<file path="src/rtl/qenc_tracker.sv">
module qenc_tracker #(
  parameter int POS_W       = 12,
  parameter int SYNC_STAGES = 2
) (
  input  logic             clk,
  input  logic             rst_n,
  input  logic             enc_a,
  input  logic             enc_b,
  input  logic             home_sw,
  output logic [POS_W-1:0] pos,
  output logic             step_up,
  output logic             step_dn,
  output logic             jump_err
);

  localparam int SMSB = SYNC_STAGES - 1;
  localparam logic [1:0] CODE_S0 = 2'b10;
  localparam logic [1:0] CODE_S1 = 2'b11;
  localparam logic [1:0] CODE_S2 = 2'b01;
  localparam logic [1:0] CODE_S3 = 2'b00;

  logic [SMSB:0] a_sync, b_sync, h_sync;
  logic [1:0]    cur, pair;
  logic          home_s, is_up, is_dn, is_jump;

  function automatic logic [1:0] next_fwd(input logic [1:0] c);
    case (c)
      CODE_S0: next_fwd = CODE_S1;
      CODE_S1: next_fwd = CODE_S2;
      CODE_S2: next_fwd = CODE_S3;
      default: next_fwd = CODE_S0;
    endcase
  endfunction

  function automatic logic [1:0] next_rev(input logic [1:0] c);
    case (c)
      CODE_S0: next_rev = CODE_S3;
      CODE_S3: next_rev = CODE_S2;
      CODE_S2: next_rev = CODE_S1;
      default: next_rev = CODE_S0;
    endcase
  endfunction

  always_ff @(posedge clk or negedge rst_n) begin
    if (!rst_n) begin
      a_sync <= '1;
      b_sync <= '0;
      h_sync <= '0;
    end else begin
      a_sync <= {a_sync[SMSB-1:0], enc_a};
      b_sync <= {b_sync[SMSB-1:0], enc_b};
      h_sync <= {h_sync[SMSB-1:0], home_sw};
    end
  end

  assign pair    = {a_sync[SMSB], b_sync[SMSB]};
  assign home_s  = h_sync[SMSB];
  assign is_up   = (pair == next_fwd(cur));
  assign is_dn   = (pair == next_rev(cur));
  assign is_jump = (pair == ~cur);

  always_ff @(posedge clk or negedge rst_n) begin
    if (!rst_n) begin
      cur      <= CODE_S0;
      step_up  <= 1'b0;
      step_dn  <= 1'b0;
      jump_err <= 1'b0;
      pos      <= '0;
    end else begin
      cur     <= pair;
      step_up <= is_up;
      step_dn <= is_dn;
      if (is_jump) jump_err <= 1'b1;
      if (home_s)     pos <= '0;
      else if (is_up) pos <= pos + 1'b1;
      else if (is_dn) pos <= pos - 1'b1;
    end
  end

endmodule


</file>
<file path="config.mk">
export PLATFORM = sky130hd
export DESIGN_NAME = qenc_tracker
export DESIGN_NICKNAME = d
export VERILOG_FILES = /design/src/rtl/qenc_tracker.sv
export SDC_FILE = /design/constraint.sdc
export NUM_CORES = 1
export LEC_CHECK = 0
export ABC_AREA = 1
export BUFFER_PORTS_ARGS = -buffer_cell sky130_fd_sc_hd__buf_2
export CORE_UTILIZATION = 50
export DETAILED_ROUTE_END_ITERATION = 10
export GPL_TIMING_DRIVEN = 0
export PLACE_DENSITY_LB_ADDON = 0.12
export SYNTH_ARGS = -nofsm -noshare
export SYNTH_HDL_FRONTEND = slang
export SYNTH_SLANG_ARGS = --single-unit
</file>
<file path="constraint.sdc">
create_clock -name clk -period 2 [get_ports clk]
set_input_delay 0.2 -clock clk [delete_from_list [all_inputs] [get_ports clk]]
set_output_delay 0.2 -clock clk [all_outputs]
set_load 0.005 [all_outputs]
</file>
# ---- Word-level counts from Yosys, hierarchy flattened
# Cells that the tools add are included.
dict set report classes {
  eq_ne 6
  n_mux 5
  reduce_logical 2
  addsub 2
  bitwise_logic 1
}
# operator n
set ops {}
lappend ops {{2-to-1 mux 12 bit} 3}
lappend ops {{adder 12 x 1 -> 12 bit (second input constant)} 1}
lappend ops {{case mux 2 bit (3 select lines)} 2}
lappend ops {{subtractor 12 x 1 -> 12 bit (second input constant)} 1}
lappend ops {{== test 2 bit} 3}
lappend ops {{== test 2 bit (second input constant)} 2}
lappend ops {{nonzero test 3 bit} 1}
lappend ops {{== test 2 x 1 -> 1 bit (second input constant)} 1}
lappend ops {{logical NOT 2 bit} 1}
lappend ops {{NOT 2 bit} 1}
dict set report totals {
  word_cells 24
  register_bits 23
  output_inout_bits 15
  input_bits 5
}

# ---- Longest topological paths before layout
dict set report logic_depth {
  depth_word 6
  ltp_mapped 14
  mapped_depth_nobuf 14
}

# ---- Worst setup path after synthesis
# Ideal clock, no wire load.
dict set report synth_path {
  path_type {register to register}
  startpoint {register a_sync[1]}
  endpoint {register pos[6]}
  t_required_ns 1.879
  synth_period_minus_slack_ns 1.985
  n_path_buf 0
  arrival_time_ns 1.864
  setup_time_ns 0.121
  stages_incl_launch_ff 13
  setup_slack_ns 0.015
  path_cell_list {dfstp_2 -> inv_1 -> nand2_2 -> nand2_2 -> nand2_4 -> inv_2 -> fa_1 -> nor2_1 -> nor2_1 -> o21ai_1 -> nand2_1 -> nand2_1 -> o21ai_1}
}
dict set report synth_between {
  elab_chain_cells 3
  word_cells_on_any_way 5
  cone_classes {eq/ne: 2; mux: 2; reduce/logical: 1}
}
# item line_no
set synth_rtl {}
lappend synth_rtl {{from (decl)} 22} ;# logic [SMSB:0] a_sync, b_sync, h_sync;
lappend synth_rtl {{from (signal assigned)} 50} ;# a_sync <= {a_sync[SMSB-1:0], enc_a};
lappend synth_rtl {{== test 2 bit (*)} 58} ;# assign is_up = (pair == next_fwd(cur));
lappend synth_rtl {{named net is_up} 24} ;# logic home_s, is_up, is_dn, is_jump;
lappend synth_rtl {{2-to-1 mux 12 bit} 75} ;# else if (is_up) pos <= pos + 1'b1;
lappend synth_rtl {{2-to-1 mux 12 bit} 74} ;# if (home_s) pos <= '0;
lappend synth_rtl {{to (signal assigned)} 75}
lappend synth_rtl {{to (signal assigned)} 76} ;# else if (is_dn) pos <= pos - 1'b1;
lappend synth_rtl {{to (decl)} 10} ;# output logic [POS_W-1:0] pos,
# The timed path passes the listed nets; every way through them passes the cells marked *.
# A chain may end at the register's enable or synchronous reset.

# ---- Final worst setup path
dict set report layout_path {
  startpoint {register cur[1]}
  endpoint {register pos[6]}
}
dict set report layout_between {
  elab_chain_cells 5
  word_cells_on_any_way 11
  cone_classes {eq/ne: 5; mux: 4; reduce/logical: 2}
}
# item line_no
set layout_rtl {}
lappend layout_rtl {{from (decl)} 23} ;# logic [1:0] cur, pair;
lappend layout_rtl {{from (signal assigned)} 70} ;# cur <= pair;
lappend layout_rtl {{== test 2 x 1 -> 1 bit / == test 2 bit (equally long branches)} 27} ;# case (c)
lappend layout_rtl {{case mux 2 bit (3 select lines) (*)} 27}
lappend layout_rtl {{== test 2 bit (*)} 58}
lappend layout_rtl {{named net is_up} 24}
lappend layout_rtl {{2-to-1 mux 12 bit} 75}
lappend layout_rtl {{2-to-1 mux 12 bit} 74}
# Marked as above.

==> metrics.md <==
| Metric | Value |
|---|---|
| Overall Power | `0.002423 W` |
| Async set-reset flop share out of synthesis | `100.0%` |
| Clk root buf | `sky130_fd_sc_hd__clkbuf_4` |
| CTS clock-pin slew for the worst setup and hold paths | `150 ps` |
| Number of pins exceeding their max-slew limit in the final report | `0` |
| Leading cell type by number of instances after synthesis | `sky130_fd_sc_hd__nand2_1` |
| Number of routed nets with antenna violations | `0` |
| Worst Slack Setup Final | `-79.51 ps` |
| Average cell area after synthesis | `7.539 um2` |
| Maximum clock insertion buffer count | `2` |
| #FFs+latches synth | `23` |
| Number of global-route vias before repair | `1399` |
| FP Rows | `19` |
| Depth of the CTS H-tree | `1` |
| Largest delay contributor family on the critical path | `simple AND/OR/NAND/NOR gates` |
| Number of library cell types mapped by synthesis | `24` |
| Xor/xnor share of the synthesized area | `2.347%` |
| Pin count of the biggest net entering global routing | `24` |
| Wire length of the first global-routing pass | `6003 um` |
| Number of nets in the synthesized netlist | `214` |
| Wire length per cell after detailed routing | `15.14 um` |
| X dimension of the die | `56.64 um` |
| Area of the die | `3208 um2` |
| Achievable frequency | `480.9 MHz` |
| Final min period | `2080 ps` |
| Starting Density | `53.67%` |
| Leading cell types by total area after synthesis | `sky130_fd_sc_hd__dfrtp_1 34%, sky130_fd_sc_hd__nand2_1 18%, sky130_fd_sc_hd__ha_1 8.4%` |
| Number of synthesized flops with an enable pin | `0` |
| Setup violation total in the final timing report | `6` |
| Post-Syn Instances | `198` |
| Synthesis warning total | `0` |
| Half-perimeter wire length of the detailed placement result | `2278 um` |
| Aggregate global routing overflow | `0` |
| Synthesized-area fraction occupied by and/or/nand/nor cells | `33.28%` |
| Total buffers and inverters traversed by the critical path | `2` |
| Total count of hold-check failures in the final report | `0` |
| Port Buffer Count | `19` |
| Area share of fa/ha/maj cells after synthesis | `9.723%` |
| Nature of the critical path startpoint | `flip-flop` |
| Initial antenna violation count | `0` |
| Via Count | `1449` |
| Violated checks | `setup timing` |
| Clk sinks | `23` |
| Arrival time of the worst setup path | `2310 ps` |
| Fillcell total | `200` |
| Remaining max-slew budget at the tightest pin | `65.27%` |
| Worst Skew | `2.431 ps` |
| Cell area after synthesis | `1493 um2` |
| Final GP Congestion | `0.8586` |
| # IOs | `20` |
| Insertion delay of the later-clocked pin in the worst-skew pair | `320 ps` |
| Maximum VDD drop | `1.032 mV` |
| LEAKAGE | `1.027 nW` |
| Setup repair after global routing missed its margin | `yes` |
| Std-Cell Core Area | `2781 um2` |
| Synthesized-area fraction occupied by ao, oa, aoi and oai cells | `8.298%` |
| TritonCTS clock tree | `built` |
| Maximum fanout along the worst path | `7` |
| Residual DRC count | `0` |
| Total length of routed wires | `3998 um` |
| Global routing usage summed across all routing layers | `23.98%` |
| Fraction of final layout cells with drive strength greater than 1 | `40.34%` |
| Cell with the biggest individual delay on the critical path | `sky130_fd_sc_hd__dfstp_2` |
| Share of the synthesized area in the top cell type | `33.53%` |
| Core occupancy in the finished layout | `75.26%` |
| Top flip-flop cell by instance count after synthesis | `sky130_fd_sc_hd__dfrtp_1` |
| Biggest area consumer among synthesized cells | `sky130_fd_sc_hd__dfrtp_1` |
| Result of the run | `finished with violations` |
| Ordered list of cells on the worst path | `inv_2 > nand2_2 > nand2_8 > nand2_8 > inv_4 > fa_2 > nor2_4 > nor2_2 > o21ai_2 > nand2_1 > nand2_1 > o21ai_1` |
| Combinational family with the most area after synthesis | `simple AND/OR/NAND/NOR gates` |
| Period utilisation layout | `104.0%` |
| Total power density per cell area | `1158 nW/um2` |
| Vias per Instance | `5.489` |
| First-pass iteration count of the detailed router | `4` |
| Required time reported for the critical path endpoint | `2230 ps` |
| Most used standard cells in the synthesized netlist | `70 x sky130_fd_sc_hd__nand2_1, 25 x sky130_fd_sc_hd__inv_1, 20 x sky130_fd_sc_hd__dfrtp_1, 16 x sky130_fd_sc_hd__nor2_1, 12 x sky130_fd_sc_hd__nand3_1` |
| CP peak stage delay | `600 ps` |
| Worst min-delay path category | `in2async` |
| Critical path class | `reg2reg` |
| Number of buffers added by the clock tree synthesis step | `3` |
| Sequential area share after synthesis | `38.81%` |
| Measured slew at the worst slew-check pin | `520.9 ps` |
| Max-capacitance violation count | `0` |
| Antenna Diode Count | `0` |
| Worst-case hold slack | `354.3 ps` |
| Endpoint type of the worst setup path | `flip-flop` |
| Relative area change from synthesis to final layout | `40.23%` |
| Die extent in y | `56.64 um` |
| Portion of netlist area occupied by mux cells | `0%` |
| Net count, final | `250` |
| Initial DRC Count | `77` |
-- sequential cells by signal, indices dropped and copies added, names as in the netlist --
register / flops
a_sync: 2
b_sync: 2
cur: 2
h_sync: 2
jump_err: 1
pos: 12
step_dn: 1
step_up: 1
-- through the flow --
step                      instances  TNS (ps)  setup WS (ps)  cell area (um2)
after floorplan                 198         0          14.66             1493
final                           264    -235.4         -79.51             2093
after global routing            264    -939.7         -166.5             2093
after detailed placement        248     -1190         -247.0             1627
after global placement          248    -610.0         -172.0             1627
after CTS                       259    -195.0         -76.40             1847
-- placed cells by master, fill, tap and decap left out, drive strengths merged, types with 2 or more instances in the layout --
master / synthesis / final
buf: 0 / 26
nor2: 16 / 16
inv: 30 / 30
dfstp: 3 / 3
a21oi: 6 / 6
xor2: 3 / 3
nand3b: 2 / 2
o21ai: 10 / 10
clkbuf: 0 / 3
dfrtp: 20 / 20
nand2: 77 / 78
nand3: 13 / 13
nand4: 3 / 3
dlygate4sd3: 0 / 4
ha: 10 / 10
-- final timing paths --
path                            depth (start not counted)  slack, ps         to       from
worst min register to register                          0        370  a_sync[1]  a_sync[0]
max in group asynchronous                               2       1280  a_sync[0]      rst_n
worst max register to register                         12        -80     pos[6]     cur[1]
min in group clk                                        0        370  a_sync[1]  a_sync[0]
worst max-delay path                                   12        -80     pos[6]     cur[1]
worst min-delay path                                    2        350     pos[9]      rst_n
-- cell type report --
type | instances | area, um2 | area share (%)
well taps | 31 | 38.79 | 1.853
repair buffers | 30 | 187.7 | 8.966
multi-input cells | 146 | 1142 | 54.57
clock inverters | 1 | 7.507 | 0.3586
inverters | 30 | 115.1 | 5.499
flip-flops and latches | 23 | 579.3 | 27.67
clock buffers | 3 | 22.52 | 1.076
-- power breakdown --
part	internal [W]	switching [W]	leakage [nW]
clock	0.0000765	0.000166	0.0139
sequential	0.000548	0.0000978	0.283
combinational	0.000653	0.000881	0.731
-- routing by layer --
layer,GRT usage (%),wire [um]
met5,0,0
met4,9.408,53
met3,3.456,197
met2,42.86,2036
met1,28.68,1711
-- what timing repair did --
action	4_1_cts	5_1_grt
hold endpoints to repair	23	0
endpoints found under the setup margin	9	9
cloned	1	0
gates resized for setup	18	45
setup buffers	2	5
hold buffers	4	0
pin swaps	7	30
-- cells by family (layout without fill, tap and decap cells) --
kind of cell | count (synthesis) | count (layout)
AOI/OAI and AO/OA | 18 | 18
xor gates and xnor gates | 4 | 4
adders and majority gates | 11 | 11
buffers and inverters | 30 | 64
DFF | 23 | 23
and+or+nand+nor | 112 | 113
Note: power is estimated with default switching activity, not from simulation.
